==> src/rtl/tfile_pkg.sv <==
package tfile_pkg;
    localparam int BYTE_W = 8;
    localparam int WORD_W = 2 * BYTE_W;
    localparam int OFS_W  = 3;
    localparam int HEAD_W = 4;
    localparam int LBA_W  = 3 * BYTE_W + HEAD_W;
    localparam int CNT_W  = BYTE_W + 1;

    localparam logic [BYTE_W-1:0] CMD_DIAG  = 8'h90;
    localparam logic [BYTE_W-1:0] CMD_SENSE = 8'h03;

    // status byte bit positions
    localparam int ST_BSY  = 7;
    localparam int ST_DRDY = 6;
    localparam int ST_DRQ  = 3;
    localparam int ST_ERR  = 0;

    // device control and drive/head bit positions
    localparam int DC_NIEN = 1;
    localparam int DC_SRST = 2;
    localparam int DH_LBA  = 6;

    typedef enum logic [1:0] {
        ES_PLAIN = 2'd0,
        ES_DIAG  = 2'd1,
        ES_SENSE = 2'd2
    } esrc_e;

    typedef struct packed {
        logic data;
        logic feat;
        logic cnt;
        logic sect;
        logic cyll;
        logic cylh;
        logic dh;
        logic cmd;
        logic devctl;
    } wsel_t;

    typedef struct packed {
        logic data;
        logic err;
        logic cnt;
        logic sect;
        logic cyll;
        logic cylh;
        logic dh;
        logic stat;
        logic alt;
    } rsel_t;
endpackage

==> src/rtl/tfile_decode.sv <==
module tfile_decode
    import tfile_pkg::*;
(
    input  logic [OFS_W-1:0] ofs,
    input  logic             ctl,
    input  logic             rd,
    input  logic             wr,
    output wsel_t            wsel,
    output rsel_t            rsel
);
    localparam logic [OFS_W-1:0] O_DATA = OFS_W'(0);
    localparam logic [OFS_W-1:0] O_ERR  = OFS_W'(1);
    localparam logic [OFS_W-1:0] O_CNT  = OFS_W'(2);
    localparam logic [OFS_W-1:0] O_SECT = OFS_W'(3);
    localparam logic [OFS_W-1:0] O_CYLL = OFS_W'(4);
    localparam logic [OFS_W-1:0] O_CYLH = OFS_W'(5);
    localparam logic [OFS_W-1:0] O_DH   = OFS_W'(6);
    localparam logic [OFS_W-1:0] O_STAT = OFS_W'(7);

    always_comb begin
        wsel = '0;
        rsel = '0;
        if (!ctl) begin
            case (ofs)
                O_DATA: begin wsel.data = wr; rsel.data = rd; end
                O_ERR:  begin wsel.feat = wr; rsel.err  = rd; end
                O_CNT:  begin wsel.cnt  = wr; rsel.cnt  = rd; end
                O_SECT: begin wsel.sect = wr; rsel.sect = rd; end
                O_CYLL: begin wsel.cyll = wr; rsel.cyll = rd; end
                O_CYLH: begin wsel.cylh = wr; rsel.cylh = rd; end
                O_DH:   begin wsel.dh   = wr; rsel.dh   = rd; end
                O_STAT: begin wsel.cmd  = wr; rsel.stat = rd; end
                default: ;
            endcase
        end else if (ofs == O_DH) begin
            wsel.devctl = wr;
            rsel.alt    = rd;
        end
    end
endmodule

==> src/rtl/tfile_xlat.sv <==
module tfile_xlat
    import tfile_pkg::*;
(
    input  logic [BYTE_W-1:0] cnt,
    input  logic [BYTE_W-1:0] sect,
    input  logic [BYTE_W-1:0] cyll,
    input  logic [BYTE_W-1:0] cylh,
    input  logic [BYTE_W-1:0] dh,
    output logic [CNT_W-1:0]  eff_cnt,
    output logic              is_lba,
    output logic [LBA_W-1:0]  lba,
    output logic [WORD_W-1:0] cyl,
    output logic [HEAD_W-1:0] head,
    output logic [BYTE_W-1:0] sector
);
    always_comb begin
        eff_cnt = (cnt == '0) ? {1'b1, {BYTE_W{1'b0}}} : {1'b0, cnt};
        is_lba  = dh[DH_LBA];
        lba     = '0;
        cyl     = '0;
        head    = '0;
        sector  = '0;
        if (is_lba) begin
            lba = {dh[HEAD_W-1:0], cylh, cyll, sect};
        end else begin
            cyl    = {cylh, cyll};
            head   = dh[HEAD_W-1:0];
            sector = sect;
        end
    end
endmodule

==> src/rtl/tfile_core.sv <==
module tfile_core
    import tfile_pkg::*;
(
    input  logic              clk,
    input  logic              rst_n,
    input  wsel_t             wsel,
    input  rsel_t             rsel,
    input  logic              bus_byte,
    input  logic [WORD_W-1:0] bus_wdata,
    output logic [WORD_W-1:0] bus_rdata,
    input  logic              xfer_load,
    input  logic [WORD_W-1:0] xfer_in,
    input  logic              eng_done,
    input  logic              eng_err,
    input  logic              eng_drq,
    input  logic [BYTE_W-1:0] eng_err_code,
    input  logic [BYTE_W-1:0] eng_diag_code,
    input  logic [BYTE_W-1:0] eng_sense_code,
    output logic [WORD_W-1:0] data_o,
    output logic [BYTE_W-1:0] feat_o,
    output logic [BYTE_W-1:0] cnt_o,
    output logic [BYTE_W-1:0] sect_o,
    output logic [BYTE_W-1:0] cyll_o,
    output logic [BYTE_W-1:0] cylh_o,
    output logic [BYTE_W-1:0] dh_o,
    output logic              go_o,
    output logic [BYTE_W-1:0] code_o,
    output logic              srst_o,
    output logic              irq_o
);
    localparam int PAD_W = WORD_W - BYTE_W;

    typedef struct packed {
        logic [WORD_W-1:0] data;
        logic [BYTE_W-1:0] feat;
        logic [BYTE_W-1:0] cnt;
        logic [BYTE_W-1:0] sect;
        logic [BYTE_W-1:0] cyll;
        logic [BYTE_W-1:0] cylh;
        logic [BYTE_W-1:0] dh;
        logic [BYTE_W-1:0] cmd;
        logic              nien;
        logic              srst;
        logic              bsy;
        logic              err;
        logic              irq;
        logic              go;
        esrc_e             esrc;
    } core_t;

    core_t st_d, st_q;

    logic              busy_eff;
    logic [BYTE_W-1:0] stat_byte;
    logic [BYTE_W-1:0] err_byte;
    logic [BYTE_W-1:0] wlo;

    assign busy_eff = st_q.bsy | st_q.srst;
    assign wlo      = bus_wdata[BYTE_W-1:0];

    // status and error bytes seen by the host
    always_comb begin
        stat_byte = '0;
        if (busy_eff) begin
            stat_byte[ST_BSY] = 1'b1;
        end else begin
            stat_byte[ST_DRDY] = 1'b1;
            stat_byte[ST_DRQ]  = eng_drq;
            stat_byte[ST_ERR]  = st_q.err;
        end
        err_byte = '0;
        if (!busy_eff) begin
            case (st_q.esrc)
                ES_DIAG:  err_byte = eng_diag_code;
                ES_SENSE: err_byte = eng_sense_code;
                default:  err_byte = eng_err_code;
            endcase
        end
    end

    // read multiplexer
    always_comb begin
        bus_rdata = '0;
        if (rsel.data) begin
            bus_rdata = bus_byte ? {{PAD_W{1'b0}}, st_q.data[BYTE_W-1:0]} : st_q.data;
        end
        if (rsel.err)  bus_rdata = {{PAD_W{1'b0}}, err_byte};
        if (rsel.cnt)  bus_rdata = {{PAD_W{1'b0}}, st_q.cnt};
        if (rsel.sect) bus_rdata = {{PAD_W{1'b0}}, st_q.sect};
        if (rsel.cyll) bus_rdata = {{PAD_W{1'b0}}, st_q.cyll};
        if (rsel.cylh) bus_rdata = {{PAD_W{1'b0}}, st_q.cylh};
        if (rsel.dh)   bus_rdata = {{PAD_W{1'b0}}, st_q.dh};
        if (rsel.stat || rsel.alt) bus_rdata = {{PAD_W{1'b0}}, stat_byte};
    end

    // next-state computation
    always_comb begin
        st_d    = st_q;
        st_d.go = 1'b0;

        if (xfer_load) st_d.data = xfer_in;
        if (wsel.data) begin
            if (bus_byte) st_d.data[BYTE_W-1:0] = wlo;
            else          st_d.data = bus_wdata;
        end

        if (!st_q.srst) begin
            if (wsel.feat) st_d.feat = wlo;
            if (wsel.cnt)  st_d.cnt  = wlo;
            if (wsel.sect) st_d.sect = wlo;
            if (wsel.cyll) st_d.cyll = wlo;
            if (wsel.cylh) st_d.cylh = wlo;
            if (wsel.dh)   st_d.dh   = wlo;
        end

        if (wsel.devctl) begin
            st_d.nien = wlo[DC_NIEN];
            st_d.srst = wlo[DC_SRST];
        end

        if (rsel.stat) st_d.irq = 1'b0;

        if (eng_done && st_q.bsy) begin
            st_d.bsy = 1'b0;
            st_d.err = eng_err;
            st_d.irq = 1'b1;
        end

        if (wsel.cmd && !busy_eff) begin
            st_d.go  = 1'b1;
            st_d.cmd = wlo;
            st_d.bsy = 1'b1;
            st_d.err = 1'b0;
            st_d.irq = 1'b0;
            if (wlo == CMD_DIAG)       st_d.esrc = ES_DIAG;
            else if (wlo == CMD_SENSE) st_d.esrc = ES_SENSE;
            else                       st_d.esrc = ES_PLAIN;
        end

        if (st_q.srst) begin
            st_d.feat = '0;
            st_d.cnt  = '0;
            st_d.sect = '0;
            st_d.cyll = '0;
            st_d.cylh = '0;
            st_d.dh   = '0;
            st_d.bsy  = 1'b0;
            st_d.err  = 1'b0;
            st_d.irq  = 1'b0;
            st_d.esrc = ES_PLAIN;
        end
    end

    always_ff @(posedge clk) begin
        if (!rst_n) st_q <= '0;
        else        st_q <= st_d;
    end

    assign data_o = st_q.data;
    assign feat_o = st_q.feat;
    assign cnt_o  = st_q.cnt;
    assign sect_o = st_q.sect;
    assign cyll_o = st_q.cyll;
    assign cylh_o = st_q.cylh;
    assign dh_o   = st_q.dh;
    assign go_o   = st_q.go;
    assign code_o = st_q.cmd;
    assign srst_o = st_q.srst;
    assign irq_o  = st_q.irq & ~st_q.nien;
endmodule

==> src/rtl/tfile_regs.sv <==
module tfile_regs
    import tfile_pkg::*;
(
    input  logic              clk,
    input  logic              rst_n,
    input  logic [OFS_W-1:0]  bus_addr,
    input  logic              bus_ctl,
    input  logic              bus_rd,
    input  logic              bus_wr,
    input  logic              bus_byte,
    input  logic [WORD_W-1:0] bus_wdata,
    output logic [WORD_W-1:0] bus_rdata,
    input  logic              xfer_load,
    input  logic [WORD_W-1:0] xfer_in,
    output logic [WORD_W-1:0] xfer_word,
    input  logic              eng_done,
    input  logic              eng_err,
    input  logic              eng_drq,
    input  logic [BYTE_W-1:0] eng_err_code,
    input  logic [BYTE_W-1:0] eng_diag_code,
    input  logic [BYTE_W-1:0] eng_sense_code,
    output logic              cmd_go,
    output logic [BYTE_W-1:0] cmd_code,
    output logic [BYTE_W-1:0] cmd_feature,
    output logic [CNT_W-1:0]  sec_count,
    output logic              addr_is_lba,
    output logic [LBA_W-1:0]  lba_addr,
    output logic [WORD_W-1:0] chs_cyl,
    output logic [HEAD_W-1:0] chs_head,
    output logic [BYTE_W-1:0] chs_sector,
    output logic              dev_reset,
    output logic              intrq
);
    wsel_t             wsel;
    rsel_t             rsel;
    logic [BYTE_W-1:0] cnt_r, sect_r, cyll_r, cylh_r, dh_r;

    tfile_decode u_dec (
        .ofs  (bus_addr),
        .ctl  (bus_ctl),
        .rd   (bus_rd),
        .wr   (bus_wr),
        .wsel (wsel),
        .rsel (rsel)
    );

    tfile_core u_core (
        .clk            (clk),
        .rst_n          (rst_n),
        .wsel           (wsel),
        .rsel           (rsel),
        .bus_byte       (bus_byte),
        .bus_wdata      (bus_wdata),
        .bus_rdata      (bus_rdata),
        .xfer_load      (xfer_load),
        .xfer_in        (xfer_in),
        .eng_done       (eng_done),
        .eng_err        (eng_err),
        .eng_drq        (eng_drq),
        .eng_err_code   (eng_err_code),
        .eng_diag_code  (eng_diag_code),
        .eng_sense_code (eng_sense_code),
        .data_o         (xfer_word),
        .feat_o         (cmd_feature),
        .cnt_o          (cnt_r),
        .sect_o         (sect_r),
        .cyll_o         (cyll_r),
        .cylh_o         (cylh_r),
        .dh_o           (dh_r),
        .go_o           (cmd_go),
        .code_o         (cmd_code),
        .srst_o         (dev_reset),
        .irq_o          (intrq)
    );

    tfile_xlat u_xlat (
        .cnt     (cnt_r),
        .sect    (sect_r),
        .cyll    (cyll_r),
        .cylh    (cylh_r),
        .dh      (dh_r),
        .eff_cnt (sec_count),
        .is_lba  (addr_is_lba),
        .lba     (lba_addr),
        .cyl     (chs_cyl),
        .head    (chs_head),
        .sector  (chs_sector)
    );
endmodule

==> config.mk <==
export PLATFORM = sky130hd
export DESIGN_NAME = tfile_regs
export DESIGN_NICKNAME = d
export VERILOG_FILES = /design/src/rtl/tfile_pkg.sv /design/src/rtl/tfile_decode.sv /design/src/rtl/tfile_xlat.sv /design/src/rtl/tfile_core.sv /design/src/rtl/tfile_regs.sv
export SDC_FILE = /design/constraint.sdc
export NUM_CORES = 1
export LEC_CHECK = 0
export BUFFER_PORTS_ARGS = -buffer_cell sky130_fd_sc_hd__buf_2
export CAP_MARGIN = 5
export CORE_ASPECT_RATIO = 2
export CORE_MARGIN = 1
export CORE_UTILIZATION = 30
export CTS_CLUSTER_DIAMETER = 200
export DETAILED_ROUTE_END_ITERATION = 12
export HOLD_SLACK_MARGIN = 0.12
export SLEW_MARGIN = 20
export SYNTH_ARGS = -nofsm -noshare
export SYNTH_HDL_FRONTEND = slang
export SYNTH_SLANG_ARGS = --single-unit
==> constraint.sdc <==
create_clock -name clk -period 1.7 [get_ports clk]
set_input_delay 0 -clock clk [delete_from_list [all_inputs] [get_ports clk]]
set_output_delay 0 -clock clk [all_outputs]
set_load 0.01 [all_outputs]
==> impl_metrics.py <==
metrics = {
    "timing": {
        "finalCritPeriodShare_pct": 107,
        "rsz0062_at_grt": "yes",
        "min_period_ns": 1.83,
        "hold_viol_final": 0,
        "max_freq_mhz": 548,
        "final-setup-viol-count": 8,
        "skew_ns": 0.00724,
        "slew_viol_final": 0,
        "slew_headroom_pct": 45.1,
        "tightest_slew_ns": 0.816,
        "whs_ns": 0.141,
        "tns_ns": -0.651,
        "final.setup.worst_slack_ns": -0.125,
    },
    "synth": {
        "synth_async_sr_flop_share_pct": 0,
        "synth-edff-count": 0,
        "avgSynthCellArea_um2": 7.87,
        "synth-warning-count": 0,
        "yosys_register_bits": 80,
        "syn_nets": 684,
        "synth-main-ff-cell": "dfxtp_1",
        "yosysUniqueCellTypes": 51,
        "ys_seq_area_share_pct": 33.2,
        "netlist_area_um2": 4820,
        "synthCells": 613,
    },
    "cells_and_area": {
        "drive_gt1_share_pct": 35.0,
        "final_util_pct": 41.5,
        "fin_area_um2": 6560,
        "syn_to_final_growth_pct": 35.9,
        "instances_no_fill": 990,
        "antennaDiodeCount": 0,
        "nets": 855,
        "final_common_cell": "buf_2",
        "mostFrequentLayoutCells": "buf_2 (185), nand2_1 (84), dfxtp_1 (78)",
    },
    "critical_path": {
        "crit_type": "flop to primary output",
        "cp-end-kind": "primary output",
        "cp.required_ns": 1.70,
        "crit_top_cell": "buf_6",
        "cp_slowest_cell": "dfxtp_2",
        "critPathArrivalTime_ns": 1.83,
        "crit_chain": "buf_6 > ha_4 > buf_6 > a22oi_2 > o21ai_2 > a21oi_2 > o211ai_1 > buf_2",
        "cp-start-kind": "flop",
        "path_max_fanout": 5,
        "cp_slowest_stage_delay_ns": 0.34,
    },
    "pwr": {
        "power_frac_seq_pct": 41.8,
        "clockPowerShare_pct": 43.3,
        "leakagePower_nw": 3.15,
        "pwr-share-comb_pct": 14.8,
        "p_int_mw": 3.45,
        "finalPower_mw": 4.68,
        "p_switching_mw": 1.23,
        "power_density_nw_per_um2": 714,
        "vdd_ir_drop_max_mv": 0.446,
        "swShare_pct": 26.3,
    },
    "grt": {
        "grt_pass1_wl_um": 26700,
        "grt_start_max_net_pins": 36,
        "antenna_found_initial": 1,
        "grt_overflow": 0,
        "grt_use_total_pct": 21.3,
        "grt_pass1_vias": 4858,
    },
    "drt": {
        "drtAntennaViolNets": 0,
        "routed_wl_um": 17900,
        "via_per_inst": 5.01,
        "drt-pass1-iter-count": 4,
        "num_vias": 4960,
        "wl_per_cell_um": 18.0,
        "drc_errors": 0,
        "drtIter0Drc": 241,
    },
    "clock_tree": {
        "numCtsBuffers": 9,
        "cts_tree": "yes",
        "cts_buffer_depth": 2,
        "path_clk_slew_ns": 0.06,
        "clk_latency_ns": 0.34,
        "postCtsSetupBuffers": 0,
        "htreeDepth": 3,
        "root_buffer": "clkbuf_16",
        "cts.sinks": 80,
    },
    "placed_design": {
        "pre_cts_ws_ns": -0.119,
        "placed_cell_area_um2": 5750,
        "gp_congestion": 0.923,
        "numPortBuffers": 185,
        "placed_cells": 942,
        "dp_hpwl_um": 13500,
    },
    "status": {
        "status": "finished with violations",
        "failed_checks": "setup timing",
    },
    "hold_path": {
        "hp-class": "input pin to flop",
    },
    "floorplan": {
        "io_pins": 186,
        "coreArea_um2": 15800,
        "dieHeight_um": 181,
        "die_area_um2": 16600,
        "start_util_pct": 30.6,
        "die_w_um": 91.7,
        "fp-row-count": 65,
    },
    "run": {
        "cap_violations": 0,
    },
}
[critical path, delay by kind of cell, from the launching register on]
family	cells	cell delay, ns
AO/OA/AOI/OAI	4	0.58
adder cells (fa/ha/maj)	1	0.16
buffers and inverters	3	0.40
flip-flops	1	0.34
[metal layers]
metal  global-route usage (%)  share of wire, %  vias up
met3                     3.45               5.2       41
li1                         -                 -     2411
met5                        0                 0        -
met4                     13.6               5.7        0
met1                     20.7                34     2315
met2                     40.6                55      193
[worst paths after layout]
path                     from                to  slack [ns]  depth (start not counted)
max reg2reg    u_core.st_q[5]    u_core.st_q[0]        0.31                          4
max            u_core.st_q[0]      bus_rdata[5]       -0.13                          8
min                    bus_wr    u_core.st_q[7]        0.14                          4
min reg2reg  u_core.code_o[5]  u_core.code_o[5]        0.46                          2
[cell families (layout without fill, tap and decap cells)]
family                   after synthesis  after routing  share of synthesized area [%]
XOR/XNOR                               1              1                          0.182
AO/OA/AOI/OAI                        135            135                           18.6
adder cells (fa/ha/maj)                2              2                          0.519
flip-flops                            80             80                           33.2
buffers and inverters                 98            274                           11.4
multiplexers                          43             43                           8.95
AND/OR/NAND/NOR                      254            254                           27.2
[synth_stat cells, drive strengths merged, types with 2 or more instances]
master | number | share of area [%]
nand2 | 84 | 6.5
dfxtp | 80 | 33
buf | 56 | 8.1
mux2i | 42 | 8.7
a21oi | 40 | 4.2
nor2b | 40 | 5.2
and2 | 37 | 4.8
nor2 | 37 | 2.9
clkbuf | 36 | 2.8
o21ai | 31 | 3.2
nand3 | 20 | 2.1
o211a | 17 | 3.5
nor3 | 11 | 1.5
a22oi | 9 | 1.4
a21boi | 8 | 1.2
a221oi | 6 | 1.1
inv | 6 | 0.47
o211ai | 6 | 0.93
nand2b | 5 | 0.65
nor3b | 5 | 0.99
a211oi | 3 | 0.47
and3 | 3 | 0.39
nor4 | 3 | 0.52
o22ai | 3 | 0.39
o2bb2ai | 3 | 0.54
ha | 2 | 0.52
nand3b | 2 | 0.47
o21bai | 2 | 0.31
o311ai | 2 | 0.36
or2 | 2 | 0.26
or4 | 2 | 0.31
[registers in the layout (all words and copies together), names as in the netlist]
| signal | flops |
|---|---|
| u_core.data_o | 16 |
| u_core.cnt_o | 8 |
| u_core.code_o | 8 |
| u_core.cylh_o | 8 |
| u_core.cyll_o | 8 |
| u_core.dh_o | 8 |
| u_core.feat_o | 8 |
| u_core.sect_o | 8 |
| u_core.st_q | 6 |
| u_core.go_o | 1 |
| u_core.srst_o | 1 |
[what timing repair did]
action                                  CTS  global route
hold endpoints to repair                 51             0
resized for setup                        44             5
hold buffers                             34             0
pin swaps                                21             5
endpoints found under the setup margin    8            10
[power by group through the flow]
stage | combinational (mW) | sequential, mW | clock [mW]
after global routing | 0.746 | 1.96 | 2.12
final | 0.694 | 1.96 | 2.03
after detailed placement | 0.612 | 2.00 | 0
after CTS | 0.689 | 1.96 | 2.06
after floorplan | 0.385 | 1.98 | 0
after global placement | 0.609 | 2.00 | 0
[cell type report]
cell class / count / area [µm²]
Clock buffer: 12 / 256
Clock inverter: 4 / 51.3
Fill cell: 1657 / 9220
Inverter: 6 / 22.5
Multi-Input combinational cell: 435 / 2830
Sequential cell: 80 / 1600
Tap cell: 201 / 251
Timing Repair Buffer: 252 / 1540
No activity file was read; power rests on OpenSTA's default activity.
